==> src/rtl/stg_pkg.sv <==
package stg_pkg;
  typedef enum logic [1:0] {
    FMT_STEP_DIR = 2'd0,
    FMT_UP_DOWN  = 2'd1,
    FMT_QUAD     = 2'd2
  } out_fmt_e;
endpackage

==> src/rtl/stg_accum.sv <==
module stg_accum #(
  parameter int ACC_W  = 16,
  parameter int RATE_W = 16
) (
  input  logic                     clk,
  input  logic                     rst_n,
  input  logic                     en,
  input  logic signed [RATE_W-1:0] rate,
  output logic                     req_vld,
  output logic                     req_up,
  output logic [ACC_W-1:0]         frac
);
  localparam int SUM_W = ACC_W + 2;
  localparam int EXT_W = SUM_W - RATE_W;

  logic [SUM_W-1:0] sum;
  logic             carry, borrow;
  logic [ACC_W-1:0] frac_n;
  logic             vld_n, up_n;

  // Fraction plus sign-extended rate; top bit flags a borrow, next a carry.
  always_comb begin
    sum    = {2'b00, frac} + {{EXT_W{rate[RATE_W-1]}}, rate};
    borrow = sum[SUM_W-1];
    carry  = !sum[SUM_W-1] && sum[ACC_W];
    frac_n = frac;
    vld_n  = 1'b0;
    up_n   = 1'b0;
    if (en) begin
      frac_n = sum[ACC_W-1:0];
      vld_n  = carry | borrow;
      up_n   = carry;
    end
  end

  always_ff @(posedge clk or negedge rst_n) begin
    if (!rst_n) begin
      frac    <= '0;
      req_vld <= 1'b0;
      req_up  <= 1'b0;
    end else begin
      frac    <= frac_n;
      req_vld <= vld_n;
      req_up  <= up_n;
    end
  end
endmodule

==> src/rtl/stg_seq.sv <==
module stg_seq #(
  parameter int TIME_W = 8
) (
  input  logic              clk,
  input  logic              rst_n,
  input  logic              en,
  input  logic              req_vld,
  input  logic              req_up,
  input  logic [TIME_W-1:0] step_len,
  input  logic [TIME_W-1:0] step_space,
  input  logic [TIME_W-1:0] dir_setup,
  input  logic [TIME_W-1:0] dir_hold,
  output logic              step_act,
  output logic              dir_up,
  output logic              issue,
  output logic              issue_up
);
  logic              pend_q, pend_up_q;
  logic              pend_n, pend_up_n, dir_n;
  logic [TIME_W-1:0] act_q, space_q, hold_q, setup_q;
  logic [TIME_W-1:0] act_n, space_n, hold_n, setup_n;
  logic              busy, last, turn;

  function automatic logic [TIME_W-1:0] dec(input logic [TIME_W-1:0] v);
    return (v == '0) ? v : v - TIME_W'(1);
  endfunction

  always_comb begin
    busy  = (act_q != '0);
    last  = (act_q == TIME_W'(1));
    issue = en && pend_q && !busy && (space_q == '0) && (setup_q == '0)
            && (pend_up_q == dir_up);
    turn  = en && pend_q && !busy && (hold_q == '0) && (pend_up_q != dir_up);
    issue_up = pend_up_q;

    act_n   = issue ? ((step_len == '0) ? TIME_W'(1) : step_len) : dec(act_q);
    space_n = last ? step_space : dec(space_q);
    hold_n  = last ? dir_hold   : dec(hold_q);
    setup_n = turn ? dir_setup  : dec(setup_q);
    dir_n   = turn ? pend_up_q  : dir_up;

    pend_n    = pend_q;
    pend_up_n = pend_up_q;
    if (!en) begin
      pend_n = 1'b0;
    end else if (issue || !pend_q) begin
      // Only one request is held; extras arriving while held are dropped.
      pend_n    = req_vld;
      pend_up_n = req_vld ? req_up : pend_up_q;
    end
  end

  assign step_act = busy;

  always_ff @(posedge clk or negedge rst_n) begin
    if (!rst_n) begin
      pend_q    <= 1'b0;
      pend_up_q <= 1'b0;
      dir_up    <= 1'b0;
      act_q     <= '0;
      space_q   <= '0;
      hold_q    <= '0;
      setup_q   <= '0;
    end else begin
      pend_q    <= pend_n;
      pend_up_q <= pend_up_n;
      dir_up    <= dir_n;
      act_q     <= act_n;
      space_q   <= space_n;
      hold_q    <= hold_n;
      setup_q   <= setup_n;
    end
  end
endmodule

==> src/rtl/stg_pos.sv <==
module stg_pos #(
  parameter int POS_W = 32
) (
  input  logic             clk,
  input  logic             rst_n,
  input  logic             issue,
  input  logic             issue_up,
  output logic [POS_W-1:0] count
);
  logic [POS_W-1:0] count_n;

  always_comb begin
    count_n = count;
    if (issue) count_n = issue_up ? count + POS_W'(1) : count - POS_W'(1);
  end

  always_ff @(posedge clk or negedge rst_n) begin
    if (!rst_n) count <= '0;
    else        count <= count_n;
  end
endmodule

==> src/rtl/stg_fmt.sv <==
module stg_fmt
  import stg_pkg::*;
(
  input  logic [1:0] fmt,
  input  logic       step_act,
  input  logic       dir_up,
  input  logic [1:0] phase,
  output logic       out_a,
  output logic       out_b
);
  always_comb begin
    case (out_fmt_e'(fmt))
      FMT_UP_DOWN: begin
        out_a = step_act && dir_up;
        out_b = step_act && !dir_up;
      end
      FMT_QUAD: begin
        out_a = phase[1];
        out_b = phase[1] ^ phase[0];
      end
      default: begin
        out_a = step_act;
        out_b = dir_up;
      end
    endcase
  end
endmodule

==> src/rtl/step_pulse_gen.sv <==
module step_pulse_gen #(
  parameter int ACC_W  = 16,
  parameter int RATE_W = 16,
  parameter int TIME_W = 8,
  parameter int POS_W  = 32
) (
  input  logic                     clk,
  input  logic                     rst_n,
  input  logic                     en,
  input  logic signed [RATE_W-1:0] rate,
  input  logic [1:0]               fmt,
  input  logic [TIME_W-1:0]        step_len,
  input  logic [TIME_W-1:0]        step_space,
  input  logic [TIME_W-1:0]        dir_setup,
  input  logic [TIME_W-1:0]        dir_hold,
  output logic                     out_a,
  output logic                     out_b,
  output logic [POS_W-1:0]         pos_count,
  output logic [ACC_W-1:0]         pos_frac
);
  logic req_vld, req_up;
  logic step_act, dir_up, issue, issue_up;

  stg_accum #(.ACC_W(ACC_W), .RATE_W(RATE_W)) i_accum (
    .clk(clk), .rst_n(rst_n), .en(en), .rate(rate),
    .req_vld(req_vld), .req_up(req_up), .frac(pos_frac)
  );

  stg_seq #(.TIME_W(TIME_W)) i_seq (
    .clk(clk), .rst_n(rst_n), .en(en),
    .req_vld(req_vld), .req_up(req_up),
    .step_len(step_len), .step_space(step_space),
    .dir_setup(dir_setup), .dir_hold(dir_hold),
    .step_act(step_act), .dir_up(dir_up),
    .issue(issue), .issue_up(issue_up)
  );

  stg_pos #(.POS_W(POS_W)) i_pos (
    .clk(clk), .rst_n(rst_n), .issue(issue), .issue_up(issue_up),
    .count(pos_count)
  );

  stg_fmt i_fmt (
    .fmt(fmt), .step_act(step_act), .dir_up(dir_up),
    .phase(pos_count[1:0]), .out_a(out_a), .out_b(out_b)
  );
endmodule

==> config.mk <==
export PLATFORM = sky130hd
export DESIGN_NAME = step_pulse_gen
export DESIGN_NICKNAME = d
export VERILOG_FILES = /design/src/rtl/stg_pkg.sv /design/src/rtl/stg_accum.sv /design/src/rtl/stg_seq.sv /design/src/rtl/stg_pos.sv /design/src/rtl/stg_fmt.sv /design/src/rtl/step_pulse_gen.sv
export SDC_FILE = /design/constraint.sdc
export NUM_CORES = 1
export LEC_CHECK = 0
export CAP_MARGIN = 20
export CORE_MARGIN = 1.5
export CORE_UTILIZATION = 45
export DETAILED_ROUTE_END_ITERATION = 10
export DONT_BUFFER_PORTS = 1
export GPL_ROUTABILITY_DRIVEN = 0
export PLACE_DENSITY = 0.64
export SLEW_MARGIN = 20
export SYNTH_ARGS = -nofsm -noshare
export SYNTH_HDL_FRONTEND = slang
export SYNTH_SLANG_ARGS = --single-unit
==> constraint.sdc <==
create_clock -name clk -period 4.25 [get_ports clk]
set_clock_uncertainty 0.15 [all_clocks]
set_input_delay 0.85 -clock clk [delete_from_list [all_inputs] [get_ports clk]]
set_output_delay 0.85 -clock clk [all_outputs]
set_load 0.02 [all_outputs]
== Word level (Yosys, flattened, before mapping) ==
Index checks and enable logic that the tools add are counted.
Word-level totals
  input port bits: 53
  register bits: 85
Cells by class
  reductions and logical operators: 22
  bitwise logic cells: 2
  multiplexer cells: 16
  eq/ne operators: 10
  $add $sub $neg: 7
Operator list (number)
  $mux W8: 9
  $logic_not A8 Y1: 5
  $add A32 B1 Y32 const B: 1
  $mux W32: 1
  $sub A32 B1 Y32 const B: 1
  $sub A8 B1 Y8 const B: 4
  $add A17 B16 Y18: 1
  $logic_and A1 B1 Y1: 10
  $ne A2 B1 Y1 const B: 5
  $eq A8 B1 Y1 const B: 1
  $reduce_bool A8 Y1: 1
  $logic_not A1 Y1: 4
  $mux W1: 4
  $pmux W1 S2: 2
  $reduce_and A3 Y1: 1
  $eq A2 B1 Y1 const B: 1
  $eq A2 B2 Y1 const B: 1
  $eq A1 B1 Y1: 1
  $logic_or A1 B1 Y1: 1
  $ne A1 B1 Y1: 1
  $or A1 B1 Y1: 1
  $xor A1 B1 Y1: 1

== Longest topological paths before layout ==
  depth after elaboration: 9
  gate-level depth with buffers: 12
  gate-level depth less buffers: 10

== Cells and area by module ==
A second synthesis with hierarchy kept.
Second synthesis, totals
  cell total of the unflattened synthesis: 718
  area total of the unflattened synthesis: 6658.9 um^2
Modules (own cells, without submodules)
  stg_pos: area each 2867.8 um^2, cells each 321, times used 1
  stg_seq: area each 2183.3 um^2, cells each 225, times used 1
  stg_accum: area each 1514.0 um^2, cells each 159, times used 1
  stg_fmt: area each 93.8 um^2, cells each 13, times used 1

== Least setup slack after synthesis ==
No wires, ideal clock.
  path type: flip-flop to flip-flop
  from: register i_seq.pend_up_q (netlist: i_seq.issue_up)
  to: register i_pos.count[30]
  slack: 1.063 ns
  cell stages (with the launch flop): 12
  buffers on the path: 1
  data required time: 3.979 ns
  library setup time: 0.121 ns
  arrival: 2.916 ns
  period minus slack after synthesis: 3.187 ns
  path through: dfrtp_1 > clkbuf_1 > inv_1 > ha_1 > a211oi_2 > nor2_1 > o221ai_2 > a21oi_2 > a311o_1 > a311oi_2 > xor2_1 > o21ai_1
On the way
  cells in the longest elaborated chain, start to end: 2
Ends and longest elaborated chain
  from (decl): line stg_seq.sv:18  | logic pend_q, pend_up_q;
  from (signal assigned): line stg_seq.sv:66  | pend_up_q <= pend_up_n;
  $eq A1 B1 Y1: line stg_seq.sv:32  | && (pend_up_q == dir_up);
  $logic_and A1 B1 Y1: line stg_seq.sv:32
  to (signal assigned): line stg_pos.sv:19  | else count <= count_n;
  to (decl): line stg_pos.sv:8  | output logic [POS_W-1:0] count
Parallel ways exist; a longest one is shown, timed or not.
A chain may end at the register's enable or synchronous reset.

== Worst setup path after layout ==
Same ends and word-level chain as after synthesis.

==> impl.org <==
** Clocking
- Once the clock tree was built, the resizer swapped 0 gates to a different size.
- The H-tree generated during clock tree synthesis spans 3 levels.
- Clock sink count :: 85
- CTS tree :: built
- After clock tree synthesis, the setup repair step added 0 buffers.
- CTS Root Buffer Type :: sky130_fd_sc_hd__clkbuf_16
- After clock tree synthesis, the flow added hold-fix buffers numbering 0.
- The clock reaches the later pin of the worst-skew pair after 0.35 ns.
- CTS Buf Count :: 9
- The clock passes through at most 2 buffers.
- After clock tree synthesis, the clock-pin slew on the worst setup and hold paths is 0.07 ns.

** Floorplan
- Floorplan core area :: 0.0140 mm2
- Starting Density :: 46.4%
- Total Die Area :: 0.0151 mm2
- Die Width :: 123 um
- The initialized floorplan defines 43 standard-cell rows.
- Top-level port count :: 103
- Overall die height :: 123 um

** Routing
- After detailed routing, the average wire length per cell comes to 15.9 um.
- Overall via count from detail_route :: 5272
- Final wirelength :: 14600 um
- After detailed routing, the number of remaining DRC violations is 0.
- Final antenna-violating net count :: 0
- After the first detailed-routing iteration, the DRC count stood at 244.
- After detailed routing, the number of vias per cell comes to 5.76.
- First-pass detailed-route iteration total :: 4

** Setup path
- Crit path cell chain :: inv_1 -> ha_1 -> nand2_2 -> nor2_1 -> o41ai_2 -> a21oi_2 -> a311o_1 -> a311oi_2 -> xor2_1 -> o21ai_1
- Reg-to-reg critical path startpoint :: i_seq.issue_up$_DFFE_PN0P_
- Required time of the critical path :: 4.32 ns
- The worst setup path is launched from a register.
- Cells on worst reg2reg path :: 10
- The number of buffers and inverters on the critical path is 1.
- Endpoint of the most critical register-to-register path :: i_pos.count[30]$_DFFE_PN0P_
- On the critical path the largest part of the delay comes from compound AO/OA/AOI/OAI gates.
- Of all nets on the critical path, the largest fanout is 25.
- Slowest stage cell, crit path :: sky130_fd_sc_hd__inv_1
- For this run, the slowest stage of the critical path takes 0.66 ns.
- Crit path kind :: reg2reg
- The worst setup path is captured at a register.
- Register-to-register setup slack :: 0.74 ns
- Data on the critical path arrives at its endpoint at 3.57 ns.

** Synth
- Post-Syn Instances :: 745
- Of the post-synthesis cell area, the dominant cell type holds 32.8%.
- Yosys mapped a number of flops with a built-in enable equal to 0.
- Counting distinct cell types in the post-synthesis netlist gives 72.
- By count the netlist is led by sky130_fd_sc_hd__dfrtp_1 (85), sky130_fd_sc_hd__nand2_1 (82), sky130_fd_sc_hd__a21oi_1 (69).
- By instance count, the leading cell after synthesis is sky130_fd_sc_hd__dfrtp_1.
- For this run, asynchronously set or reset flops after synthesis account for 100%.
- By area the synthesized netlist is led by sky130_fd_sc_hd__dfrtp_1 (33%), sky130_fd_sc_hd__ha_1 (11%), sky130_fd_sc_hd__a21oi_1 (5.3%), sky130_fd_sc_hd__xnor2_1 (4.9%), sky130_fd_sc_hd__nand2_1 (4.7%).
- Summed over all instances, the cell type with the most area after synthesis is sky130_fd_sc_hd__dfrtp_1.
- Mean instance size in the synthesized netlist :: 8.71 um2
- Synthesized flop and latch total :: 85
- The most used flip-flop cell after synthesis is sky130_fd_sc_hd__dfrtp_1.
- Part of the Yosys area used for sequential elements :: 32.8%
- Mapped Nets :: 855
- Cell Area, Synth :: 0.00649 mm2
- The Yosys step of the flow raised 0 warnings.

** Placed design
- Detailed placement HPWL :: 10900 um
- Buffers placed on the I/O ports in this run total 0.
- Counting tap cells, the placed design contains a total of 900 instances.

** Pwr
- The share of total power dissipated in combinational logic is 44.5%.
- The share of total power dissipated in sequential elements is 34.1%.
- Leakage :: 3.15 nW
- Internal power :: 0.00213 W
- Power spent charging and discharging nets :: 0.00149 W
- Clock power share :: 21.5%
- Peak supply drop :: 0.304 mV
- Net switching share of the total power :: 41.1%
- Post-layout power :: 0.00362 W
- Power per unit of standard cell area :: 528 mW/mm2

** Timing
- Maximum achievable frequency :: 285 MHz
- Minimum clock period after layout :: 3.51 ns
- For the pin with the worst max-slew slack, the measured transition is 0.865 ns.
- Setup repair after global routing left no endpoint under its margin.
- Setup violations remaining at the end of the flow were counted as 0.
- Relative slew slack :: 42.3%
- Of the available clock period, the critical path in the final layout requires 82.5%.
- Total count of hold-check failures in the final report :: 0
- Final TNS setup :: 0 ns
- The final count of pins violating max slew came to 0.

** Global route
- The via count of the first global-routing pass came to 5018.
- Initial antenna violation count :: 0
- Entering global routing, the biggest net connects 86 pins.
- First-pass GRT wire length :: 23700 um
- Global route total overflow :: 0
- Global routing used 19.7% of the available tracks across all layers.

** Layout
- Fill cells in the final layout number 1350.
- Measured on the finished design, the core utilization comes to 48.9%.
- The net count of the finished layout is 841.
- The number of antenna diodes in the final layout is 0.
- Synth-to-Final Area Change :: 5.51%
- Layout cell share with drive strength beyond 1 :: 8.15%
- Final standard cell count with taps included and fillers excluded :: 916

** Worst hold path
- In this run the worst hold path is classified as in2async.

** Run
- Maxcap violations :: 0

** Run status
- Outcome :: completed
## logic make-up after synthesis
kind of cell             count (synthesis)  share of synthesized area, %
adder cells (fa/ha/maj)                 57                          11.2
flip-flops                              85                          32.8
XOR/XNOR                                61                          8.23
buffers and inverters                   56                          4.42
AND/OR/NAND/NOR                        249                          19.0
AO/OA/AOI/OAI                          218                          21.1
multiplexers                            19                          3.22
## per-stage QoR
step | hold WS [ns] | worst slack [ns] | instance area (um2)
global route | 0.0156 | 0.479 | 6850
floorplan | 0.289 | 1.06 | 6490
global placement | 0.314 | 0.883 | 6560
detailed placement | 0.305 | 0.770 | 6560
finish | 0.0374 | 0.744 | 6850
CTS | 0.0242 | 0.719 | 6850
## metal layers
layer | up-vias | routed length, um | global-route usage [%]
met1 | 2486 | 6490 | 24.7
met2 | 118 | 6740 | 32.2
met5 | - | 0 | 0
met3 | 15 | 1040 | 5.77
met4 | 0 | 280 | 7.76
li1 | 2653 | - | -
## power groups by stage
stage	logic, W	registers [W]	clock network, W
2_1_floorplan	0.00137	0.00121	0
3_3_place_gp	0.00154	0.00124	0
3_5_place_dp	0.00159	0.00125	0
4_1_cts	0.00160	0.00123	0.000806
5_1_grt	0.00181	0.00126	0.000834
6_report	0.00161	0.00123	0.000777
## flip-flops by register name, indices dropped and copies added, names as in the netlist
signal	count
i_pos.count	32
i_accum.frac	16
i_seq.act_q	8
i_seq.hold_q	8
i_seq.setup_q	8
i_seq.space_q	8
i_accum.req_up	1
i_accum.req_vld	1
i_seq.dir_up	1
i_seq.issue_up	1
i_seq.pend_q	1
## layout by cell type, fill, tap and decap left out, drive strengths merged, types with 6 or more instances in the layout
cell / instances
nand4: 9
a21o: 16
nor2: 63
o21bai: 6
xor2: 25
nor3: 24
o21ai: 63
a211oi: 6
a21oi: 73
and3: 11
nand3: 14
nand2: 84
inv: 31
or3: 6
clkbuf: 10
a31oi: 9
ha: 55
o211ai: 7
nor3b: 7
dfrtp: 85
o21a: 9
xnor2: 36
nor2b: 8
mux2: 15
o31ai: 9
## how the worst max path moves through the flow
| stage | start | endpoint | slack (ns) | cells past startpoint |
|---|---|---|---|---|
| after floorplan | i_seq.issue_up$_DFFE_PN0P_ | i_pos.count[30]$_DFFE_PN0P_ | 1.06 | 11 |
| after global placement | i_seq.issue_up$_DFFE_PN0P_ | i_pos.count[30]$_DFFE_PN0P_ | 0.88 | 10 |
| after detailed placement | i_seq.issue_up$_DFFE_PN0P_ | i_pos.count[30]$_DFFE_PN0P_ | 0.77 | 10 |
| after CTS | i_seq.issue_up$_DFFE_PN0P_ | i_pos.count[30]$_DFFE_PN0P_ | 0.72 | 10 |
| after global routing | i_seq.issue_up$_DFFE_PN0P_ | i_pos.count[31]$_DFFE_PN0P_ | 0.48 | 9 |
| final | i_seq.issue_up$_DFFE_PN0P_ | i_pos.count[30]$_DFFE_PN0P_ | 0.74 | 10 |
## worst reg2reg max path, cell delays in order (launching register included)
cell	delay (ns)
sky130_fd_sc_hd__dfrtp_1	0.45
sky130_fd_sc_hd__inv_1	0.66
sky130_fd_sc_hd__ha_1	0.47
sky130_fd_sc_hd__nand2_2	0.17
sky130_fd_sc_hd__nor2_1	0.10
sky130_fd_sc_hd__o41ai_2	0.41
sky130_fd_sc_hd__a21oi_2	0.12
sky130_fd_sc_hd__a311o_1	0.38
sky130_fd_sc_hd__a311oi_2	0.22
sky130_fd_sc_hd__xor2_1	0.17
sky130_fd_sc_hd__o21ai_1	0.07
## layout make-up
class | instances | area, um2 | share of cell area, %
clock buffer | 10 | 239 | 3.49
clock inverter | 6 | 52.6 | 0.768
inverter | 28 | 105 | 1.54
multi-input combinational | 604 | 4080 | 59.5
sequential | 85 | 2130 | 31.1
tap | 180 | 225 | 3.29
timing repair buffer | 3 | 22.5 | 0.329
Note: power is estimated with default switching activity, not from simulation.
